===== src/rtl/smul_pkg.sv =====
package smul_pkg;
   typedef enum logic [1:0] {
      ST_IDLE = 2'd0,
      ST_RUN  = 2'd1,
      ST_DONE = 2'd2
   } smul_state_e;

   localparam int ADD_BEHAV  = 0;
   localparam int ADD_RIPPLE = 1;
endpackage


===== src/rtl/smul_adder.sv =====
module smul_adder #(
   parameter int WIDTH = 32,
   parameter int STYLE = 0
) (
   input  logic [WIDTH-1:0] a,
   input  logic [WIDTH-1:0] b,
   output logic [WIDTH-1:0] sum,
   output logic             cout
);
   import smul_pkg::*;

   generate
      if (STYLE == ADD_RIPPLE) begin : g_ripple
         logic [WIDTH:0] cy;
         assign cy[0] = 1'b0;
         for (genvar i = 0; i < WIDTH; i++) begin : g_bit
            assign sum[i]  = a[i] ^ b[i] ^ cy[i];
            assign cy[i+1] = (a[i] & b[i]) | (a[i] & cy[i]) | (b[i] & cy[i]);
         end
         assign cout = cy[WIDTH];
      end else begin : g_behav
         logic [WIDTH:0] wide;
         assign wide = {1'b0, a} + {1'b0, b};
         assign sum  = wide[WIDTH-1:0];
         assign cout = wide[WIDTH];
      end
   endgenerate
endmodule


===== src/rtl/smul_ctrl.sv =====
module smul_ctrl #(
   parameter int WIDTH = 32
) (
   input  logic clk,
   input  logic rst,
   input  logic start,
   output logic load,
   output logic step,
   output logic busy,
   output logic done
);
   import smul_pkg::*;

   localparam int CNT_W = (WIDTH > 1) ? $clog2(WIDTH) : 1;
   localparam logic [CNT_W-1:0] LAST = CNT_W'(WIDTH - 1);

   smul_state_e      state_q, state_d;
   logic [CNT_W-1:0] iter_q, iter_d;

   always_comb begin
      state_d = state_q;
      iter_d  = iter_q;
      load    = 1'b0;
      unique case (state_q)
         ST_IDLE, ST_DONE: begin
            if (start) begin
               load    = 1'b1;
               iter_d  = '0;
               state_d = ST_RUN;
            end else begin
               state_d = ST_IDLE;
            end
         end
         ST_RUN: begin
            if (iter_q == LAST) begin
               state_d = ST_DONE;
            end else begin
               iter_d = iter_q + 1'b1;
            end
         end
         default: state_d = ST_IDLE;
      endcase
   end

   always_ff @(posedge clk) begin
      if (rst) begin
         state_q <= ST_IDLE;
         iter_q  <= '0;
      end else begin
         state_q <= state_d;
         iter_q  <= iter_d;
      end
   end

   assign step = (state_q == ST_RUN);
   assign busy = (state_q == ST_RUN);
   assign done = (state_q == ST_DONE);
endmodule


===== src/rtl/smul_datapath.sv =====
module smul_datapath #(
   parameter int WIDTH = 32,
   parameter int STYLE = 0
) (
   input  logic               clk,
   input  logic               rst,
   input  logic               load,
   input  logic               step,
   input  logic [WIDTH-1:0]   mcand,
   input  logic [WIDTH-1:0]   mplier,
   output logic [2*WIDTH-1:0] prod
);
   localparam int PW = 2 * WIDTH;

   logic [WIDTH-1:0] mcand_q;
   logic [PW-1:0]    prod_q;
   logic [WIDTH-1:0] addend;
   logic [WIDTH-1:0] upper_sum;
   logic             upper_cy;

   assign addend = prod_q[0] ? mcand_q : '0;

   smul_adder #(.WIDTH(WIDTH), .STYLE(STYLE)) u_add (
      .a    (prod_q[PW-1:WIDTH]),
      .b    (addend),
      .sum  (upper_sum),
      .cout (upper_cy)
   );

   always_ff @(posedge clk) begin
      if (rst) begin
         mcand_q <= '0;
         prod_q  <= '0;
      end else if (load) begin
         mcand_q <= mcand;
         prod_q  <= {{WIDTH{1'b0}}, mplier};
      end else if (step) begin
         prod_q  <= {upper_cy, upper_sum, prod_q[WIDTH-1:1]};
      end
   end

   assign prod = prod_q;
endmodule


===== src/rtl/shift_add_mult.sv =====
module shift_add_mult #(
   parameter int WIDTH       = 32,
   parameter int ADDER_STYLE = 0
) (
   input  logic             clk,
   input  logic             rst,
   input  logic             start,
   input  logic [WIDTH-1:0] mcand,
   input  logic [WIDTH-1:0] mplier,
   output logic             busy,
   output logic             done,
   output logic [WIDTH-1:0] hi,
   output logic [WIDTH-1:0] lo
);
   localparam int PW = 2 * WIDTH;

   generate
      if (WIDTH < 2) begin : g_bad_width
         $error("shift_add_mult: WIDTH must be at least 2");
      end
      if (ADDER_STYLE != 0 && ADDER_STYLE != 1) begin : g_bad_style
         $error("shift_add_mult: ADDER_STYLE must be 0 or 1");
      end
   endgenerate

   logic          load, step;
   logic [PW-1:0] prod;

   smul_ctrl #(.WIDTH(WIDTH)) u_ctrl (
      .clk   (clk),
      .rst   (rst),
      .start (start),
      .load  (load),
      .step  (step),
      .busy  (busy),
      .done  (done)
   );

   smul_datapath #(.WIDTH(WIDTH), .STYLE(ADDER_STYLE)) u_dp (
      .clk    (clk),
      .rst    (rst),
      .load   (load),
      .step   (step),
      .mcand  (mcand),
      .mplier (mplier),
      .prod   (prod)
   );

   assign hi = prod[PW-1:WIDTH];
   assign lo = prod[WIDTH-1:0];
endmodule


===== config.mk =====
export PLATFORM = sky130hd
export DESIGN_NAME = shift_add_mult
export DESIGN_NICKNAME = d
export VERILOG_FILES = /design/src/rtl/smul_pkg.sv /design/src/rtl/smul_adder.sv /design/src/rtl/smul_ctrl.sv /design/src/rtl/smul_datapath.sv /design/src/rtl/shift_add_mult.sv
export SDC_FILE = /design/constraint.sdc
export NUM_CORES = 1
export LEC_CHECK = 0
export BUFFER_PORTS_ARGS = -buffer_cell sky130_fd_sc_hd__buf_2
export CORE_ASPECT_RATIO = 0.5
export CORE_MARGIN = 3
export CORE_UTILIZATION = 42
export DETAILED_ROUTE_END_ITERATION = 12
export GPL_TIMING_DRIVEN = 0
export PLACE_DENSITY_LB_ADDON = 0.3
export SLEW_MARGIN = 20
export SYNTH_ARGS = -nofsm -noshare
export SYNTH_HDL_FRONTEND = slang
export SYNTH_SLANG_ARGS = --single-unit

===== constraint.sdc =====
create_clock -name clk -period 3.9 [get_ports clk]
set_input_delay 0.585 -clock clk [delete_from_list [all_inputs] [get_ports clk]]
set_output_delay 0.585 -clock clk [all_outputs]
set_load 0.005 [all_outputs]

==> metrics.yaml <==
yosys:
  yosys-top-cells-count: "132 x sky130_fd_sc_hd__nand2_1, 103 x sky130_fd_sc_hd__dfxtp_1, 81 x sky130_fd_sc_hd__a21oi_1"
  synth_top_cell_by_area: "sky130_fd_sc_hd__dfxtp_1"
  synth_most_common_cell: "sky130_fd_sc_hd__nand2_1"
  mappedNetlistNets: 830
  synth.yosys.warnings: 0
  yosys_most_used_dff: "sky130_fd_sc_hd__dfxtp_1"
  synth.yosys.seq_area_share_pct: 36.3
  synthCells: 728
  synthArstFlopShare_pct: 0
  synth.top_cell.area_share_pct: 36.3
  post_synth_edffs: 0
  netlist_area_sq_mm: 0.00568
  synth_area_per_cell_sq_um: 7.80
  synth.lib_cells_used.distinct: 57
  synth_area_leaders: "sky130_fd_sc_hd__dfxtp_1 36%, sky130_fd_sc_hd__nand2_1 8.7%, sky130_fd_sc_hd__ha_1 7.5%"
  ys_seq_elements: 103
finish:
  post_layout_utilization_of_the_core_pct: 53.0
  flow.area_growth_from_synthesis_pct: 20.8
  final_layout_size_suffix_gt1_share_pct: 20.2
  multiInputGateArea_sq_mm: 0.00338
  insertedDiodeCount: 0
  nets: 972
  num-fill-cells: 1262
  register_area_sq_mm: 0.00206
die:
  placeableCoreArea_sq_mm: 0.0130
  start_util_pct: 43.8
  core.rowCount: 29
  die-area_sq_mm: 0.0150
  die_h_microns: 88.2
  die_boundary_width_microns: 170
  io_pins: 133
drt:
  first_iter_violations: 340
  drc: 0
  firstDrtPassIters: 5
  avgViaCountPerCell: 5.44
  via_count: 5682
  wl_per_cell_microns: 15.6
  antenna_left: 0
  detail_route.wirelength_microns: 16300
pwr:
  p_leak_nw: 3.12
  p_per_area_mw_per_mm2: 359
  vdd.ir_drop.worst_v: 0.000223
clock_tree:
  postCtsResizedCells: 0
  clkSlewWorstSetupHoldPaths_ns: 0.09
  cts.htree.levels: 3
  numClockSinks: 103
  clk_root_buffer_cell: "sky130_fd_sc_hd__clkbuf_16"
  cts_setup_buffers: 0
  tritoncts_clock_tree: "built"
  cts-buffers-inserted: 9
  ctsHoldBuffers: 0
  clock_tree.buffer_depth: 2
  clkLatencyLatePin_ns: 0.36
setup_path:
  critical_path_endpoint_category: "flop"
  timing.reg2reg.setup_slack_ns: 0.59
  worstSetupStartpointType: "flop"
  critical_path_peak_fanout: 10
  startpoint_to_endpoint_class_of_the_critical_path: "reg -> reg"
  worst-endpoint-required_ns: 4.19
  worst-endpoint-arrival_ns: 3.60
global_routing:
  global_route_wire_length_before_repair_microns: 25600
  grtUsageMet2_pct: 34.2
  gr-usage-met1_pct: 28.5
  met3_usage_pct: 5.76
  grt_start_max_net_pins: 23
  grt_pass1_vias: 5206
  antenna_violations_before_repair: 0
  gr-usage-all-layers_pct: 21.1
  grt-busiest-layer: "met2"
  grt_overflow: 0
timing:
  maxClockFrequency_mhz: 302
  hold-worst-slack_ns: 0.452
  fin_worst_skew_ns: 0.00960
  final-setup-viol-count: 0
  total_negative_slack_ns: 0
  final-hold-violation-count: 0
  fin_crit_sh_pct: 84.9
  rsz0062_at_grt: "no"
  drv_slew: 0
  layout_min_cycle_time_ns: 3.31
  worst_slew_margin_rel_pct: 55.7
  tightest_slew_ns: 0.664
flow_run:
  cap_viol_max_count: 0
placement:
  gp_congestion: 0.905
  port-buffer-count: 131
  hpwlAfterDp_microns: 12400
hold_path:
  type_of_the_most_critical_hold_path: "in -> reg"
run_status:
  outcome: "complete, no violations"
==> routing by layer <==
layer | up-vias | wire length (microns)
met2 | 173 | 7130
met4 | 0 | 236
met3 | 24 | 1190
met5 | - | 0
met1 | 2647 | 7700
li1 | 2838 | -
==> metrics by stage <==
stage	instance area (sq um)	power, W	setup slack, ns	instances
after floorplan	5680	0.00137	1.19	728
after global placement	6550	0.00151	0.661	1029
after detailed placement	6550	0.00152	0.652	1029
after CTS	6860	0.00247	0.618	1045
after global routing	6860	0.00256	0.409	1045
final	6860	0.00246	0.588	1045
==> worst max-delay path, cell delays in order (launching register included) <==
cell,delay (ns)
sky130_fd_sc_hd__dfxtp_1,0.42
sky130_fd_sc_hd__clkbuf_1,0.25
sky130_fd_sc_hd__and2_1,0.22
sky130_fd_sc_hd__ha_1,0.21
sky130_fd_sc_hd__fa_1,0.41
sky130_fd_sc_hd__a21oi_1,0.30
sky130_fd_sc_hd__o211ai_2,0.18
sky130_fd_sc_hd__a211oi_2,0.44
sky130_fd_sc_hd__o211ai_2,0.22
sky130_fd_sc_hd__a21oi_1,0.21
sky130_fd_sc_hd__xnor2_1,0.16
sky130_fd_sc_hd__nand2_1,0.07
sky130_fd_sc_hd__a21oi_1,0.15
==> where the power goes <==
| group | internal, W | switching, W |
|---|---|---|
| sequential | 0.00111 | 0.0000434 |
| combinational | 0.000135 | 0.000206 |
| clock | 0.000469 | 0.000495 |
==> sequential cells by signal (all words and copies together) (netlist names) <==
signal / cells
u_dp.prod: 64
u_ctrl.iter_q: 5
u_ctrl.state_q: 2
u_dp.mcand_q: 32
==> placed cells by master (no fill, tap or decap), drive strengths merged, types with 7 or more instances in the layout <==
cell	n
inv	14
dfxtp	103
a21o	15
xor2	11
a21oi	83
nor2	69
nand3	7
and2	35
nor3	39
clkbuf	41
o22ai	33
nand2	132
o21ai	24
xnor2	17
ha	34
buf	147
nand4	9
==> cell type report <==
class / instances / area share (%)
plain buffers: 48 / 3.05
flip-flops and latches: 103 / 30.1
well taps: 170 / 3.10
clock inverters: 7 / 1.26
repair buffers: 131 / 9.56
clock buffers: 9 / 3.28
multi-input cells: 569 / 49.3
inverters: 8 / 0.438
==> final timing paths <==
kind	depth (start not counted)	to	from
setup reg to reg	12	u_dp.prod[57]	u_dp.prod[0]
hold reg to reg	2	u_dp.mcand_q[12]	u_dp.mcand_q[12]
setup / recovery	12	u_dp.prod[57]	u_dp.prod[0]
hold / removal	3	u_dp.mcand_q[29]	mcand[29]
==> logic make-up (layout without fill, tap and decap cells) <==
| family | count (synthesis) | after routing | share of synthesized area [%] |
|---|---|---|---|
| buf+inv | 56 | 203 | 4.21 |
| mux | 1 | 1 | 0.176 |
| simple gates | 309 | 309 | 24.9 |
| flops | 103 | 103 | 36.3 |
| fa+ha+maj | 35 | 35 | 7.84 |
| xor+xnor | 28 | 28 | 4.32 |
| compound gates | 196 | 196 | 22.3 |
Power figures use the tool's default switching activity.
